[config.mk]
export PLATFORM = sky130hd
export DESIGN_NAME = hit_acq_seq
export DESIGN_NICKNAME = d
export VERILOG_FILES = /design/src/rtl/hit_acq_pkg.sv /design/src/rtl/hit_acq_ctrl.sv /design/src/rtl/hit_acq_dp.sv /design/src/rtl/hit_acq_seq.sv
export SDC_FILE = /design/constraint.sdc
export NUM_CORES = 1
export LEC_CHECK = 0
export BUFFER_PORTS_ARGS = -buffer_cell sky130_fd_sc_hd__buf_4
export CELL_PAD_IN_SITES_DETAIL_PLACEMENT = 1
export CELL_PAD_IN_SITES_GLOBAL_PLACEMENT = 1
export CORE_MARGIN = 8
export CORE_UTILIZATION = 45
export DETAILED_ROUTE_END_ITERATION = 10
export PLACE_DENSITY_LB_ADDON = 0.08
export REMOVE_ABC_BUFFERS = 1
export SLEW_MARGIN = 20
export SYNTH_ARGS = -nofsm -noshare
export SYNTH_HDL_FRONTEND = slang
export SYNTH_SLANG_ARGS = --single-unit
export TNS_END_PERCENT = 20
[constraint.sdc]
create_clock -name clk -period 2.65 [get_ports clk]
set_clock_uncertainty 0.15 [all_clocks]
set_input_delay 0.1325 -clock clk [delete_from_list [all_inputs] [get_ports clk]]
set_output_delay 0.1325 -clock clk [all_outputs]
set_load 0.02 [all_outputs]
[src/rtl/hit_acq_pkg.sv]
package hit_acq_pkg;
  localparam int NREC = 4;
  localparam int WORDS = 1 + 2 * NREC;

  typedef enum logic [1:0] {
    PH_IDLE = 2'd0,
    PH_ACQ  = 2'd1,
    PH_DIG  = 2'd2,
    PH_READ = 2'd3
  } phase_e;

  typedef struct packed {
    logic clr;
    logic acq;
    logic dig;
    logic rd;
  } strobe_t;
endpackage

[src/rtl/hit_acq_ctrl.sv]
module hit_acq_ctrl
  import hit_acq_pkg::*;
#(
  parameter int ACQ_LEN = 40,
  parameter int DIG_LEN = 64,
  parameter int READ_LEN = 360
) (
  input  logic    clk,
  input  logic    rstN,
  input  logic    startReq,
  output phase_e  state,
  output strobe_t st,
  output logic    doneP
);
  localparam int CNT_W = $clog2(ACQ_LEN + DIG_LEN + READ_LEN) + 1;

  logic [CNT_W-1:0] cnt;
  logic [CNT_W-1:0] phaseLen;
  logic lastCnt;

  always_comb begin
    case (state)
      PH_ACQ:  phaseLen = CNT_W'(ACQ_LEN);
      PH_DIG:  phaseLen = CNT_W'(DIG_LEN);
      PH_READ: phaseLen = CNT_W'(READ_LEN);
      default: phaseLen = CNT_W'(1);
    endcase
    lastCnt = (cnt == phaseLen - CNT_W'(1));
    st = '0;
    st.clr = (state == PH_IDLE) && startReq;
    st.acq = (state == PH_ACQ);
    st.dig = (state == PH_DIG);
    st.rd  = (state == PH_READ);
  end

  always_ff @(posedge clk or negedge rstN) begin
    if (!rstN) begin
      state <= PH_IDLE;
      cnt   <= '0;
      doneP <= 1'b0;
    end else begin
      doneP <= (state == PH_READ) && lastCnt;
      case (state)
        PH_IDLE: begin
          cnt <= '0;
          if (startReq) state <= PH_ACQ;
        end
        default: begin
          if (lastCnt) begin
            cnt <= '0;
            case (state)
              PH_ACQ:  state <= PH_DIG;
              PH_DIG:  state <= PH_READ;
              default: state <= PH_IDLE;
            endcase
          end else begin
            cnt <= cnt + CNT_W'(1);
          end
        end
      endcase
    end
  end


  acq_next_chk: assert property (@(posedge clk) disable iff (!rstN)
    state == PH_ACQ |=> (state == PH_ACQ || state == PH_DIG));


  read_hold_chk: assert property (@(posedge clk) disable iff (!rstN)
    (state == PH_READ && !lastCnt) |=> state == PH_READ);


  done_pulse_chk: assert property (@(posedge clk) disable iff (!rstN)
    doneP |=> !doneP);


  done_idle_chk: assert property (@(posedge clk) disable iff (!rstN)
    doneP |-> state == PH_IDLE);
endmodule

[src/rtl/hit_acq_dp.sv]
module hit_acq_dp
  import hit_acq_pkg::*;
#(
  parameter int NCH = 4,
  parameter int TS_W = 6,
  parameter int ADC_W = 6,
  parameter int WORD_W = 10
) (
  input  logic              clk,
  input  logic              rstN,
  input  strobe_t           st,
  input  logic              trigSel,
  input  logic              extTrig,
  input  logic              calStrobe,
  input  logic [NCH-1:0]    chanEn,
  input  logic [NCH-1:0]    discHit,
  input  logic [NCH-1:0]    rangeDisc,
  input  logic [NCH*NREC-1:0] rampCmp,
  output logic              serOut
);
  localparam int CH_W = (NCH > 1) ? $clog2(NCH) : 1;
  localparam int BIT_W = $clog2(WORD_W);
  localparam logic [ADC_W-1:0] ADC_MAX = '1;

  logic [TS_W-1:0]  tsCnt;
  logic [ADC_W-1:0] ramp;
  logic [2:0]       hitCnt [NCH];
  logic [TS_W-1:0]  tsQ    [NCH][NREC];
  logic             rgQ    [NCH][NREC];
  logic [ADC_W-1:0] adcQ   [NCH][NREC];
  logic             ovfQ   [NCH][NREC];
  logic             latQ   [NCH][NREC];

  logic [CH_W-1:0]  rdCell;
  logic [3:0]       rdWord;
  logic [BIT_W-1:0] rdBit;
  logic [1:0]       rIdx;
  logic [WORD_W-1:0] curWord;
  logic             rampLast;

  assign rampLast = (ramp == ADC_MAX);

  always_ff @(posedge clk or negedge rstN) begin
    if (!rstN) begin
      tsCnt <= '0;
      ramp  <= '0;
    end else if (st.clr) begin
      tsCnt <= '0;
      ramp  <= '0;
    end else begin
      if (st.acq) tsCnt <= tsCnt + TS_W'(1);
      if (st.dig) ramp <= ramp + ADC_W'(1);
    end
  end

  for (genvar c = 0; c < NCH; c++) begin : g_ch
    logic hit;
    assign hit = chanEn[c] & (calStrobe | (trigSel ? extTrig : discHit[c]));

    always_ff @(posedge clk or negedge rstN) begin
      if (!rstN) begin
        hitCnt[c] <= '0;
        for (int r = 0; r < NREC; r++) begin
          tsQ[c][r] <= '0; rgQ[c][r] <= 1'b0;
          adcQ[c][r] <= '0; ovfQ[c][r] <= 1'b0; latQ[c][r] <= 1'b0;
        end
      end else if (st.clr) begin
        hitCnt[c] <= '0;
        for (int r = 0; r < NREC; r++) begin
          tsQ[c][r] <= '0; rgQ[c][r] <= 1'b0;
          adcQ[c][r] <= '0; ovfQ[c][r] <= 1'b0; latQ[c][r] <= 1'b0;
        end
      end else if (st.acq) begin
        if (hit && hitCnt[c] < 3'(NREC)) begin
          tsQ[c][hitCnt[c][1:0]] <= tsCnt;
          rgQ[c][hitCnt[c][1:0]] <= rangeDisc[c];
          hitCnt[c] <= hitCnt[c] + 3'd1;
        end
      end else if (st.dig) begin
        for (int r = 0; r < NREC; r++) begin
          if (3'(r) < hitCnt[c] && !latQ[c][r] &&
              (rampCmp[c*NREC+r] || rampLast)) begin
            adcQ[c][r] <= ramp;
            ovfQ[c][r] <= !rampCmp[c*NREC+r];
            latQ[c][r] <= 1'b1;
          end
        end
      end
    end


    cnt_cap_chk: assert property (@(posedge clk) disable iff (!rstN)
      hitCnt[c] <= 3'(NREC));


    full_hold_chk: assert property (@(posedge clk) disable iff (!rstN)
      (st.acq && hitCnt[c] == 3'(NREC)) |=> hitCnt[c] == 3'(NREC));

    for (genvar r = 0; r < NREC; r++) begin : g_rec

      sat_code_chk: assert property (@(posedge clk) disable iff (!rstN)
        ovfQ[c][r] |-> adcQ[c][r] == ADC_MAX);
    end
  end

  always_ff @(posedge clk or negedge rstN) begin
    if (!rstN) begin
      rdCell <= '0; rdWord <= '0; rdBit <= '0;
    end else if (st.clr) begin
      rdCell <= '0; rdWord <= '0; rdBit <= '0;
    end else if (st.rd) begin
      if (rdBit == BIT_W'(WORD_W - 1)) begin
        rdBit <= '0;
        if (rdWord == 4'(WORDS - 1)) begin
          rdWord <= '0;
          rdCell <= (rdCell == CH_W'(NCH - 1)) ? '0 : rdCell + CH_W'(1);
        end else begin
          rdWord <= rdWord + 4'd1;
        end
      end else begin
        rdBit <= rdBit + BIT_W'(1);
      end
    end
  end

  always_comb begin
    rIdx = (rdWord > 4'(NREC)) ? 2'(rdWord - 4'(NREC + 1)) : 2'(rdWord - 4'd1);
    curWord = '0;
    if (rdWord == 4'd0) begin
      curWord[2:0] = hitCnt[rdCell];
      curWord[3 +: CH_W] = rdCell;
    end else if (rdWord <= 4'(NREC)) begin
      curWord[TS_W-1:0] = tsQ[rdCell][rIdx];
      curWord[TS_W]     = rgQ[rdCell][rIdx];
      curWord[TS_W+1]   = ({1'b0, rIdx} < hitCnt[rdCell]);
    end else begin
      curWord[ADC_W-1:0] = adcQ[rdCell][rIdx];
      curWord[ADC_W]     = ovfQ[rdCell][rIdx];
    end
    serOut = st.rd ? curWord[BIT_W'(WORD_W - 1) - rdBit] : 1'b0;
  end


  quiet_line_chk: assert property (@(posedge clk) disable iff (!rstN)
    !st.rd |-> !serOut);
endmodule

[src/rtl/hit_acq_seq.sv]
module hit_acq_seq
  import hit_acq_pkg::*;
#(
  parameter int NCH = 4,
  parameter int TS_W = 6,
  parameter int ADC_W = 6,
  parameter int ACQ_LEN = 40,
  parameter int WORD_W = 10
) (
  input  logic               clk,
  input  logic               rstN,
  input  logic               startReq,
  input  logic               trigSel,
  input  logic               extTrig,
  input  logic               calStrobe,
  input  logic [NCH-1:0]     chanEn,
  input  logic [NCH-1:0]     discHit,
  input  logic [NCH-1:0]     rangeDisc,
  input  logic [NCH*4-1:0]   rampCmp,
  output logic [1:0]         phase,
  output logic               serOut,
  output logic               frameValid,
  output logic               doneP
);
  localparam int DIG_LEN = 1 << ADC_W;
  localparam int READ_LEN = NCH * WORDS * WORD_W;

  phase_e  state;
  strobe_t st;

  hit_acq_ctrl #(.ACQ_LEN(ACQ_LEN), .DIG_LEN(DIG_LEN), .READ_LEN(READ_LEN)) u_ctrl (
    .clk(clk), .rstN(rstN), .startReq(startReq),
    .state(state), .st(st), .doneP(doneP)
  );

  hit_acq_dp #(.NCH(NCH), .TS_W(TS_W), .ADC_W(ADC_W), .WORD_W(WORD_W)) u_dp (
    .clk(clk), .rstN(rstN), .st(st), .trigSel(trigSel), .extTrig(extTrig),
    .calStrobe(calStrobe), .chanEn(chanEn), .discHit(discHit),
    .rangeDisc(rangeDisc), .rampCmp(rampCmp), .serOut(serOut)
  );

  assign phase = state;
  assign frameValid = st.rd;
endmodule

Yosys cells after proc, flatten, opt, wreduce, memory -nomap -nowiden
Index checks and enable logic that the tools add are counted.
- bits in registers: 287
- bits of input ports: 34
- add/sub/neg operators: 14
- magnitude comparators: 34
- equality and inequality tests: 10
- mux-type cells: 206
- bitwise operators: 14
- reductions and logical operators: 141
- operator list (kind ; count):
    24-bit two-way mux ; 28
    4-bit two-way mux ; 47
    6-bit two-way mux ; 28
    24-bit binary-select mux with 2-bit select ; 2
    24-bit bitwise mux ; 4
    2-bit nonzero test ; 26
    3-bit AND reduction ; 17
    6-bit demux with 2-bit select ; 4
    1-bit two-way mux ; 47
    3-bit two-way mux ; 15
    1-bit logical AND ; 42
    1-bit zero test ; 32
    9-bit one-hot mux with 3 select lines ; 1
    6-bit binary-select mux with 2-bit select ; 2
    1-bit by 3-bit < comparator with 1-bit output (first input constant) ; 8
    2-bit by 3-bit < comparator with 1-bit output (first input constant) ; 8
    10-bit two-way mux ; 2
    3-bit >= comparator (second input constant) ; 6
    2-bit two-way mux ; 9
    2-bit inverter with 3-bit output ; 6
    4-bit binary-select mux with 2-bit select ; 2
    4-bit bitwise mux ; 4
    1-bit logical OR ; 16
    3-bit by 1-bit adder with 3-bit output (second input constant) ; 4
    other kinds (32) ; 59

Longest topological paths before layout
Gate-level depths: netlist of the first run.
- depth in word-level cells: 12
- mapped depth: 12
- gate-level depth less buffers: 9

Hierarchy
Synthesis of the first run repeated with hierarchy kept, for this count alone.
- cells, all modules: 1425
- area total of the unflattened synthesis: 14898.0 sq um
- by module, submodules not included (module ; instances ; cells each ; area each (sq um)):
    hit_acq_dp ; 1 ; 1353 ; 14152.3
    hit_acq_ctrl ; 1 ; 72 ; 745.7

Worst setup path after synthesis of the first run
Ideal clock, no wire load.
- kind: reg2out
- start point: register u_dp.rdWord[0]
- end point: output serOut
- data arrival time: 2.693 ns
- required time: 2.368 ns
- path slack: -0.325 ns
- cell stages (with the launch flop): 12
- path buffers: 3
- cell sequence: dfrtp_1 buf_2 buf_2 inv_2 ha_1 buf_2 nor2_1 a22oi_1 a31o_2 a21oi_1 a211oi_1 a311oi_1
- word-level cells in the longest chain between the ends: 11
- elaborated cells on any way between the ends: 27
- those cells by class: 2 x add/sub; 3 x order compare; 20 x mux; 1 x bitwise; 1 x reduce/logical
- RTL lines (what ; line ; RTL):
    from (decl) ; hit_acq_dp.sv:35 ; logic [3:0] rdWord;
    from (signal assigned) ; hit_acq_dp.sv:118 ; rdWord <= rdWord + 4'd1;
    4-bit by 3-bit greater-than comparator with 1-bit output / 2-bit by 1-bit subtractor with 2-bit output (equally long branches) ; hit_acq_dp.sv:127 ; rIdx = (rdWord > 4'(NREC)) ? 2'(rdWord - 4'(NREC + 1)) : 2'(rdWord - 4'd1);
    2-bit two-way mux ; hit_acq_dp.sv:127 ;
    2-bit inverter with 3-bit output (implied by the code) ; - ;
    6-bit binary-select mux with 2-bit select (tied with other cells) ; hit_acq_dp.sv:137 ; curWord[ADC_W-1:0] = adcQ[rdCell][rIdx];
    6-bit two-way mux (implied by the code) (tied with other cells) (2 in a row) ; hit_acq_dp.sv:137 ;
    7-bit two-way mux ; hit_acq_dp.sv:132 ; end else if (rdWord <= 4'(NREC)) begin
    5-bit two-way mux / 3-bit two-way mux (equally long branches) ; hit_acq_dp.sv:129 ; if (rdWord == 4'd0) begin
    1-bit binary-select mux with 4-bit select * ; hit_acq_dp.sv:140 ; serOut = st.rd ? curWord[BIT_W'(WORD_W - 1) - rdBit] : 1'b0;
    1-bit two-way mux (implied by the code) * ; hit_acq_dp.sv:140 ;
    1-bit two-way mux * ; hit_acq_dp.sv:140 ;
    to (decl) ; hit_acq_seq.sv:21 ; output logic serOut,
Mark *: on every way between the ends. The rest lies on a longest branch, timed or not. The select of a mux whose other input is x is not followed.

Final worst setup path of the first run
- start point: register u_dp.rdCell[0]
- end point: output serOut
- word-level cells in the longest chain between the ends: 12
- elaborated cells on any way between the ends: 36
- those cells by class: 1 x order compare; 34 x mux; 1 x bitwise
- RTL lines (what ; line ; RTL):
    from (decl) ; hit_acq_dp.sv:34 ; logic [CH_W-1:0] rdCell;
    from (signal assigned) ; hit_acq_dp.sv:116 ; rdCell <= (rdCell == CH_W'(NCH - 1)) ? '0 : rdCell + CH_W'(1);
    2-bit inverter with 3-bit output (implied by the code) ; - ;
    24-bit binary-select mux with 2-bit select (tied with other cells) ; hit_acq_dp.sv:137 ;
    24-bit two-way mux (implied by the code) (tied with other cells) (2 in a row) ; hit_acq_dp.sv:137 ;
    6-bit binary-select mux with 2-bit select (tied with other cells) ; hit_acq_dp.sv:137 ;
    6-bit two-way mux (implied by the code) (tied with other cells) (2 in a row) ; hit_acq_dp.sv:137 ;
    7-bit two-way mux ; hit_acq_dp.sv:132 ;
    5-bit two-way mux / 3-bit two-way mux (equally long branches) ; hit_acq_dp.sv:129 ;
    1-bit binary-select mux with 4-bit select * ; hit_acq_dp.sv:140 ;
    1-bit two-way mux (implied by the code) * ; hit_acq_dp.sv:140 ;
    1-bit two-way mux * ; hit_acq_dp.sv:140 ;
Marked as above.

==> out/qor.csv, run 1 <==
stage,metric,value,unit
place,detailed placer's ending HPWL,33000,µm
die,die area,37800,µm²
cts,Worst-Skew Late Latency,0.52,ns
setup_path,Worst setup EP type,primary output,
cts,TritonCTS clock tree,yes,
sta,final hold violation count,0,
setup_path,CP Max Fanout,8,
global_route,first-pass GRT wire length,75100,µm
cts,# clock sinks,287,
setup_path,R2R Path End,u_dp.adcQ[43],
logic_synthesis,Synth area leader,dfrtp_1,
detailed_routing,DR top layer,met4,
run,# Max-Cap Violations,0,
die,Die Wd,194,µm
detailed_routing,DRC,0,
setup_path,Critical Path Stages,7,
sta,Max Slew Vio Count,0,
logic_synthesis,synth warn,0,
logic_synthesis,number of synthesized register bits,287,
sta,final worst slack,-0.651,ns
detailed_routing,per-cell routed wire length,25.0,µm
sta,final setup violation count,1,
sta,worst slew pin tran,0.904,ns
global_route,vias in the first global route,12000,
die,Starting Density,45.5,%
logic_synthesis,Cell variety after synth,54,
detailed_routing,Via density,5.90,
place,IO buf count,38,
layout,nets@finish,1542,
place,GPL Wtd Cong,0.892,
detailed_routing,M1 WL,21800,µm
setup_path,Reg2Reg Depth,8,
place,"worst slack, placed",-0.328,ns
sta,slew margin rel.,39.8,%
global_route,initial antenna violation count,0,
pwr,Leak Pwr,7.38,nW
setup_path,"slowest stage cell, crit path",mux4_1,
setup_path,CP Launch Type,flip-flop,
setup_path,"delay-heaviest family, CP",multiplexers,
setup_path,cell breakdown of the critical path,buf_12 -> mux4_1 -> mux4_2 -> nand2b_4 -> a311oi_4 -> a311oi_4 -> buf_6,
pwr,Peak VDD IR,0.583,mV
min_path,HP Class,in -> reg,
setup_path,Crit Path Class,reg -> out,
pwr,Power Density,884,nW/µm²
sta,Total Neg Setup Slack,-0.651,ns
cts,"CTS clk-pin slew, worst paths",0.06,ns
detailed_routing,wire length on met2,22500,µm
logic_synthesis,share of the synthesized area in the top cell type,50.2,%
status,failing checks,negative setup slack,
die,Core ar.,31500,µm²
cts,htree depth,2,
setup_path,Worst Path Arrival,3.02,ns
logic_synthesis,top post-synthesis cells by area,"dfrtp_1, mux4_2, nand2_1",
setup_path,"Top cell by count, worst path",a311oi_4,
detailed_routing,DRT Pass-1 Iters,5,
logic_synthesis,Synth async-reset ratio,100,%
setup_path,Crit path largest cell delay,0.55,ns
setup_path,CP Data Required Time,2.37,ns
global_route,GRT Resource Usage Total,25.5,%
detailed_routing,drt total wl,47600,µm
global_route,total congestion overflow,0,
global_route,largest net degree at the start of global routing,137,
sta,Final period util,125,%
sta,final hold slack,0.0172,ns
sta,FMAX,0.303,GHz
die,die height,194,µm
die,io pins,39,
setup_path,Critical Path Start,u_dp.rdCell[0],
detailed_routing,initial drt markers,774,
sta,RSZ-0062 raised after global routing,yes,
logic_synthesis,synthesized area,14300,µm²
logic_synthesis,Mapped Cells,1362,
setup_path,buffers and inverters on the worst path,2,
setup_path,Worst R2R Start,u_dp.ramp[0],
setup_path,worst setup path endpoint,serOut,
layout,ANT cells,0,
layout,share of layout cells above drive strength 1,24.1,%
detailed_routing,total number of vias,11200,
cts,Max Buffers Root-to-Sink,3,
sta,Final Critical Period,3.30,ns
setup_path,reg2reg setup slack,0.15,ns
detailed_routing,post-route ant nets,0,
logic_synthesis,main flop type after synthesis,dfrtp_1,
logic_synthesis,Avg Inst Size Synth,10.5,µm²
detailed_routing,WL met3,2020,µm
logic_synthesis,share of the yosys chip area belonging to registers,50.2,%
die,Rows,65,
cts,CTS Root Cell,clkbuf_16,
layout,Final Util,54.9,%
logic_synthesis,"EDFF count, synth",0,
cts,Inserted Clock Buffers,34,
layout,Area Growth Syn to Fin,20.8,%
status,outcome,"complete, but fails checks",
-- final cells by class --
cell class | instances | area (µm²)
Fill cell | 3325 | 14200
Sequential cell | 287 | 7190
Multi-Input combinational cell | 944 | 6650
Timing Repair Buffer | 181 | 1700
Clock buffer | 48 | 985
Tap cell | 402 | 503
Clock inverter | 12 | 169
Inverter | 28 | 105
-- routing by layer --
metal	up-vias	GRT usage, %
met3	68	3.32
met5	-	0
met2	255	41.2
met1	5868	36.0
met4	0	6.79
li1	5024	-
-- cell usage in the layout (no fill, tap or decap), types with 7 or more instances in the layout --
cell type	instances
dfrtp_1	285
nand2_1	214
a21oi_1	144
buf_4	137
nand3_1	126
nor2_1	85
o21ai_0	67
mux2_2	59
mux4_2	55
clkbuf_16	35
ha_1	31
inv_1	27
dlygate4sd3_1	21
buf_12	17
xnor2_1	13
mux2i_1	13
xor2_1	12
nor3_1	9
and2_1	9
o31ai_1	9
mux4_1	8
a21oi_2	8
a21o_1	8
clkbuf_1	7
-- cells by family (layout without fill, tap and decap cells) --
| group | after synthesis | in the layout | synth area share [%] |
|---|---|---|---|
| compound gates | 277 | 277 | 11.2 |
| xor+xnor | 25 | 25 | 1.53 |
| fa+ha+maj | 32 | 32 | 2.80 |
| buf+inv | 131 | 269 | 4.22 |
| flops | 287 | 287 | 50.2 |
| mux | 135 | 135 | 15.8 |
| simple gates | 475 | 475 | 14.3 |
-- through the flow --
step / std cells / area, µm² / power (W)
detailed placement: 1815 / 15700 / 0.0103
CTS: 1902 / 17300 / 0.0153
global route: 1902 / 17300 / 0.0160
global placement: 1815 / 15700 / 0.0102
finish: 1902 / 17300 / 0.0153
floorplan: 1259 / 13800 / 0.00862
-- power breakdown --
part / switching [W] / leakage (nW) / internal, W
logic: 0.00190 / 3.30 / 0.00182
registers: 0.000979 / 3.52 / 0.00571
clock network: 0.00190 / 0.564 / 0.00298
total: 0.00478 / 7.38 / 0.0105
-- worst min path at each step --
stage / from / end / slack (ns) / cells past startpoint
floorplan: rstN / u_ctrl.cnt[0] / -0.31 / 0
global placement: rstN / u_dp.tsQ[64] / 0.03 / 1
detailed placement: rstN / u_dp.tsQ[62] / 0.03 / 1
CTS: chanEn[2] / u_dp.rgQ[6] / 0.009 / 5
global route: chanEn[2] / u_dp.rgQ[6] / 0.03 / 5
finish: chanEn[2] / u_dp.rgQ[6] / 0.02 / 5
-- sequential cells by signal (all words and copies together) (netlist names), 6 cells and up --
register     count
u_ctrl.cnt      10
u_dp.adcQ       96
u_dp.hitCnt     12
u_dp.latQ       16
u_dp.ovfQ       16
u_dp.ramp        6
u_dp.rgQ        16
u_dp.tsCnt       6
u_dp.tsQ        96
-- synth_stat cells, drive strengths merged (3+ instances only) --
library cell	count
o221ai	3
ha	32
a22oi	5
mux2	59
clkbuf	68
nor2b	5
inv	28
xor2	12
buf	35
xnor2	13
a21o	8
o211ai	6
nand2	215
o31ai	9
nor2	86
and2	10
nand4	4
or3	4
mux4	63
nor3	9
a21oi	152
a31oi	3
mux2i	13
nand3	127
or2	3
a211oi	7
o21ai	68
nand2b	6
dfrtp	287
-- what timing repair did --
action | 4_1_cts | 5_1_grt
pin swaps | 5 | 2
endpoints found under the hold margin | 216 | 0
gates resized for setup | 20 | 6
gates cloned | 2 | 0
hold buffers | 21 | 0
endpoints found under the setup margin | 1 | 1
buffers inserted | 5 | 0
-- worst min-delay path: cells and delay by family --
| kind | cells | cell delay (ns) |
|---|---|---|
| buf+inv | 1 | 0.12 |
| simple gates | 2 | 0.22 |
| compound gates | 2 | 0.16 |
Note: power is estimated with default switching activity, not from simulation.
==> inputs of run 2 (changes only) <==
--- a/config.mk
+++ b/config.mk
@@ -11,7 +11,7 @@
 export CORE_MARGIN = 8
 export CORE_UTILIZATION = 45
 export DETAILED_ROUTE_END_ITERATION = 10
-export PLACE_DENSITY_LB_ADDON = 0.08
+export PLACE_DENSITY_LB_ADDON = 0.1
 export REMOVE_ABC_BUFFERS = 1
 export SLEW_MARGIN = 20
 export SYNTH_ARGS = -nofsm -noshare
==> run 2 against run 1 <==
Net effect: sequential power is 2% lower; critical endpoint unchanged; non-clock buffer count is 2 lower; register-to-register slack hardly changed; the flow still finishes with violations (negative setup slack); clock power is 3% lower; worst hold slack better by 0.040 ns; routed wire length is 0.96% higher; count of clock-buffer cells in the layout is 2 higher.
==> out/qor.csv, run 2 (synthesis results as in run 1) <==
stage,metric,value,unit
pwr,Leak Pwr,7.33,nW
layout,"commonest cells after routing, fill and taps aside","dfrtp_1, nand2_1, a21oi_1",
place,"worst slack, placed",-0.279,ns
cts,Worst-Skew Late Latency,0.52,ns
place,GPL Wtd Cong,0.888,
sta,FMAX,0.303,GHz
global_route,GRT Resource Usage Total,25.5,%
sta,worst slew pin tran,1.04,ns
cts,Max Buffers Root-to-Sink,3,
sta,Final period util,125,%
cts,Inserted Clock Buffers,34,
pwr,Peak VDD IR,0.648,mV
layout,share of layout cells above drive strength 1,23.5,%
status,outcome,"complete, but fails checks",
cts,"CTS clk-pin slew, worst paths",0.06,ns
global_route,largest net degree at the start of global routing,117,
sta,final hold violation count,0,
detailed_routing,drt total wl,48000,µm
die,Rows,65,
die,Die Wd,194,µm
layout,nets@finish,1540,
min_path,HP Class,in -> async,
pwr,Reg power frac,43.6,%
place,IO buf count,38,
die,Starting Density,45.5,%
setup_path,Reg2Reg Depth,7,
global_route,initial antenna violation count,0,
detailed_routing,DRT Pass-1 Iters,5,
layout,"commonest non-fill, non-tap cell in the layout",dfrtp_1,
die,io pins,39,
sta,RSZ-0062 raised after global routing,yes,
setup_path,Worst setup EP type,primary output,
pwr,Pwr Total,0.0151,W
sta,final setup violation count,1,
detailed_routing,post-route ant nets,0,
setup_path,CP Max Fanout,9,
pwr,Power Density,880,nW/µm²
detailed_routing,DRC,0,
setup_path,Crit Path Class,reg -> out,
detailed_routing,total number of vias,11300,
pwr,sw power,0.00473,W
sta,slew margin rel.,30.8,%
global_route,total congestion overflow,0,
global_route,met1 usage,35.7,%
layout,Area Growth Syn to Fin,19.8,%
place,detailed placer's ending HPWL,33300,µm
setup_path,Crit path largest cell delay,0.62,ns
die,Core ar.,31500,µm²
run,# Max-Cap Violations,0,
setup_path,CP Launch Type,flip-flop,
global_route,GRT Max-Usage Layer,met2,
setup_path,Worst Path Arrival,3.02,ns
setup_path,"Top cell by count, worst path",a311oi_2,
cts,# clock sinks,287,
pwr,Pint,0.0104,W
status,failing checks,negative setup slack,
sta,Final Critical Period,3.30,ns
sta,Max Slew Vio Count,0,
detailed_routing,per-cell routed wire length,25.3,µm
global_route,M3 GR Usage,4.21,%
cts,TritonCTS clock tree,yes,
sta,final worst slack,-0.655,ns
pwr,switching share of power,31.3,%
setup_path,CP Data Required Time,2.37,ns
cts,CTS Root Cell,clkbuf_16,
detailed_routing,Via density,5.97,
global_route,met2 GRT Util,40.3,%
cts,htree depth,2,
global_route,first-pass GRT wire length,74800,µm
pwr,Gate power share,25.2,%
die,die height,194,µm
global_route,vias in the first global route,12200,
setup_path,"slowest stage cell, crit path",mux4_1,
detailed_routing,initial drt markers,907,
die,die area,37800,µm²
layout,biggest registers after layout,"u_dp.adcQ x96, u_dp.tsQ x96",
layout,ANT cells,0,
pwr,Clk pwr share,31.2,%
setup_path,cell breakdown of the critical path,buf_12 -> mux4_1 -> mux4_2 -> nand2b_1 -> a311oi_2 -> a311oi_2 -> buf_4,
-- run 2: cell types whose count changed in the layout (fill, tap and decap cells not counted), moves of 2 or more --
cell	change
clkbuf_1	+3
a311oi_2	+2
a311oi_4	-2
buf_16	-2
clkinvlp_4	-2
-- run 2: layout make-up --
type,instances,area (µm²)
Inverter,28,105
Multi-Input combinational cell,944,6600
Timing Repair Buffer,179,1650
Tap cell,402,503
Clock buffer,50,982
Sequential cell,287,7190
Fill cell,3366,14300
Clock inverter,9,124
-- run 2: power by group through the flow --
stage | Sequential, W | Clock (W) | Combinational (W)
floorplan | 0.00629 | 0 | 0.00233
global placement | 0.00656 | 0 | 0.00357
detailed placement | 0.00661 | 0 | 0.00373
CTS | 0.00655 | 0.00480 | 0.00379
global route | 0.00668 | 0.00496 | 0.00413
finish | 0.00658 | 0.00472 | 0.00380
-- run 2: layer usage --
metal	up-vias	routed length, µm	part of all wire [%]
met1	5947	21800	45
li1	5025	-	-
met3	74	2540	5.3
met4	0	1250	2.6
met2	290	22500	47
met5	-	0	0
-- run 2: path summary, 6_finish.rpt --
kind | start | end | slack (ns)
setup / recovery | u_dp.rdCell[0] | serOut | -0.65
hold / removal | rstN | u_dp.rgQ[2] | 0.06
setup reg to reg | u_ctrl.state[0] | u_dp.adcQ[19] | 0.14
hold reg to reg | u_dp.adcQ[15] | u_dp.adcQ[15] | 0.33
max in group asynchronous | rstN | u_dp.ovfQ[12] | 1.49
min in group clk | startReq | u_dp.rdWord[1] | 0.06
-- run 2: critical path: cells and delay by family, from the launching register on --
kind | cells | cell delay, ns
mux | 2 | 1.09
buf+inv | 2 | 0.36
compound gates | 2 | 0.41
simple gates | 1 | 0.18
flops | 1 | 0.45
-- run 2: through the flow --
| stage | hold WS (ns) | TNS (ns) | cells | util, % | cell area [µm²] |
|---|---|---|---|---|---|
| global placement | 0.0207 | -0.296 | 1814 | 49.9 | 15700 |
| finish | 0.0575 | -0.655 | 1899 | 54.5 | 17100 |
| CTS | 0.0237 | -0.638 | 1898 | 54.4 | 17100 |
| floorplan | -0.313 | -629.96 | 1259 | - | 13800 |
| detailed placement | 0.0188 | -0.279 | 1814 | 49.9 | 15700 |
| global route | 0.0817 | -0.714 | 1899 | 54.5 | 17100 |
-- run 2: repair_timing --
item / 4_1_cts / 5_1_grt
setup buffers: 4 / 0
pin swaps: 3 / 3
gates cloned: 0 / 1
setup endpoints to repair: 1 / 13
hold endpoints to repair: 280 / 0
resized for setup: 15 / 5
hold buffers: 21 / 0
==> inputs of run 3 (changes only) <==
--- a/config.mk
+++ b/config.mk
@@ -9,7 +9,7 @@
 export CELL_PAD_IN_SITES_DETAIL_PLACEMENT = 1
 export CELL_PAD_IN_SITES_GLOBAL_PLACEMENT = 1
 export CORE_MARGIN = 8
-export CORE_UTILIZATION = 45
+export CORE_UTILIZATION = 50
 export DETAILED_ROUTE_END_ITERATION = 10
 export PLACE_DENSITY_LB_ADDON = 0.1
 export REMOVE_ABC_BUFFERS = 1
==> constraint.sdc (replaced) <==
create_clock -name clk -period 3.8 [get_ports clk]
set_clock_uncertainty 0.15 [all_clocks]
set_input_delay 0.19 -clock clk [delete_from_list [all_inputs] [get_ports clk]]
set_output_delay 0.19 -clock clk [all_outputs]
set_load 0.02 [all_outputs]
==> run 3 against run 2 <==
Net effect: the flow now finishes without violations; largest cell class unchanged; sequential share of layout area up 2.2 points; non-clock buffer count decreased by 86; cell area shrank 5.1%; critical endpoint unchanged; largest power group unchanged.
==> out/qor.csv, run 3 (synthesis results as in run 1) <==
stage,metric,value,unit
detailed_routing,DRT Pass-1 Iters,4,
layout,"commonest cells after routing, fill and taps aside","dfrtp_1, nand2_1, a21oi_1",
die,Rows,62,
detailed_routing,DRC,0,
sta,Final period util,96.5,%
setup_path,Crit path largest cell delay,0.44,ns
setup_path,Worst Path Arrival,3.33,ns
setup_path,Worst setup EP type,primary output,
die,Starting Density,50.3,%
cts,Inserted Clock Buffers,34,
layout,ANT cells,0,
global_route,first-pass GRT wire length,71800,µm
global_route,GRT Resource Usage Total,27.4,%
status,outcome,completed,
setup_path,"Top cell by count, worst path",buf_4,
sta,final setup violation count,0,
global_route,initial antenna violation count,1,
cts,CTS Root Cell,clkbuf_16,
setup_path,Crit Path Class,reg -> out,
global_route,total congestion overflow,0,
cts,TritonCTS clock tree,yes,
detailed_routing,drt total wl,45000,µm
detailed_routing,Via density,6.15,
layout,"commonest non-fill, non-tap cell in the layout",dfrtp_1,
sta,Max Slew Vio Count,0,
sta,slew margin rel.,37.1,%
cts,"CTS clk-pin slew, worst paths",0.06,ns
die,io pins,39,
detailed_routing,per-cell routed wire length,25.0,µm
global_route,vias in the first global route,11900,
die,die area,34300,µm²
die,Die Wd,185,µm
sta,FMAX,0.273,GHz
layout,biggest registers after layout,"u_dp.adcQ x96, u_dp.tsQ x96",
layout,nets@finish,1454,
global_route,largest net degree at the start of global routing,156,
setup_path,CP Data Required Time,3.46,ns
pwr,Pwr Total,0.0102,W
die,Core ar.,28500,µm²
sta,final hold violation count,0,
layout,share of layout cells above drive strength 1,18.2,%
sta,Final Critical Period,3.67,ns
layout,Area Growth Syn to Fin,13.7,%
place,IO buf count,38,
pwr,Peak VDD IR,0.430,mV
cts,htree depth,2,
pwr,Power Density,627,nW/µm²
min_path,Hold Path Cell Cnt,5,
setup_path,"slowest stage cell, crit path",ha_1,
min_path,HP Start,chanEn[3],
setup_path,reg2reg setup slack,0.77,ns
cts,# clock sinks,287,
min_path,Worst Hold End,u_dp.tsQ[12],
setup_path,Worst R2R Start,u_ctrl.state[1],
sta,final hold slack,0.0150,ns
sta,worst slew pin tran,0.944,ns
place,GPL Wtd Cong,0.851,
die,die height,185,µm
sta,RSZ-0062 raised after global routing,no,
pwr,Leak Pwr,6.86,nW
cts,Max Buffers Root-to-Sink,3,
place,detailed placer's ending HPWL,29700,µm
run,# Max-Cap Violations,0,
setup_path,R2R Path End,u_dp.tsQ[23],
setup_path,Reg2Reg Depth,8,
setup_path,cell breakdown of the critical path,inv_2 -> ha_1 -> buf_4 -> nor2_1 -> a22oi_1 -> a31o_2 -> a21oi_1 -> a211oi_1 -> a311oi_1 -> buf_4,
detailed_routing,total number of vias,11000,
cts,Worst-Skew Late Latency,0.52,ns
min_path,HP Class,in -> reg,
setup_path,CP Max Fanout,11,
setup_path,CP Launch Type,flip-flop,
detailed_routing,post-route ant nets,0,
detailed_routing,initial drt markers,836,
==> run 3: layer usage <==
layer / GRT usage, % / wire [µm] / up-vias
met3: 4.39 / 2570 / 83
li1: - / - / 4851
met4: 8.61 / 1270 / 0
met2: 44.5 / 21400 / 308
met5: 0 / 0 / -
met1: 37.4 / 19700 / 5798
==> run 3: metrics by stage <==
stage	utilization (%)	setup WS [ns]	cells	cell area [µm²]	setup TNS (ns)
2_1_floorplan	-	-2.20	1259	13800	-312.62
3_3_place_gp	52.5	0.486	1713	15000	0
3_5_place_dp	52.5	0.463	1713	15000	0
4_1_cts	57.1	0.101	1796	16300	0
5_1_grt	57.2	0.00615	1796	16300	0
6_report	57.2	0.134	1796	16300	0
==> run 3: critical path: cells and delay by family, from the launching register on <==
family,cells,cell delay (ns)
AO/OA/AOI/OAI,5,1.01
adder cells (fa/ha/maj),1,0.44
flip-flops,1,0.40
buffers and inverters,3,0.64
AND/OR/NAND/NOR,1,0.31
==> run 3: power by group <==
| part | internal (W) | total (W) | switching [W] | leakage [nW] |
|---|---|---|---|---|
| combinational | 0.00114 | 0.00235 | 0.00121 | 2.81 |
| sequential | 0.00398 | 0.00468 | 0.000699 | 3.52 |
| clock | 0.00184 | 0.00317 | 0.00133 | 0.535 |
| total | 0.00696 | 0.0102 | 0.00324 | 6.86 |
==> run 3: worst max-delay path by stage <==
stage	from	to	slack (ns)	depth (start not counted)
2_1_floorplan	u_ctrl.state[0]	u_dp.ovfQ[11]	-2.20	6
3_3_place_gp	u_dp.rdCell[0]	serOut	0.49	8
3_5_place_dp	u_dp.rdCell[0]	serOut	0.46	8
4_1_cts	u_dp.rdCell[0]	serOut	0.10	8
5_1_grt	u_dp.rdWord[0]	serOut	0.006	10
6_report	u_dp.rdWord[0]	serOut	0.13	10
==> run 3: repair_timing <==
item                       CTS  global route
setup endpoints to repair    1             1
pin swaps                    0             0
hold endpoints to repair   133             0
buffers inserted             1             0
gates resized for setup      0             2
cloned                       0             0
hold buffers                22             0
==> run 3: layout make-up <==
type	count	area, µm²
Inverter	28	105
Multi-Input combinational cell	944	6560
Sequential cell	287	7190
Fill cell	3067	12200
Timing Repair Buffer	93	865
Clock inverter	14	120
Tap cell	384	480
Clock buffer	46	956
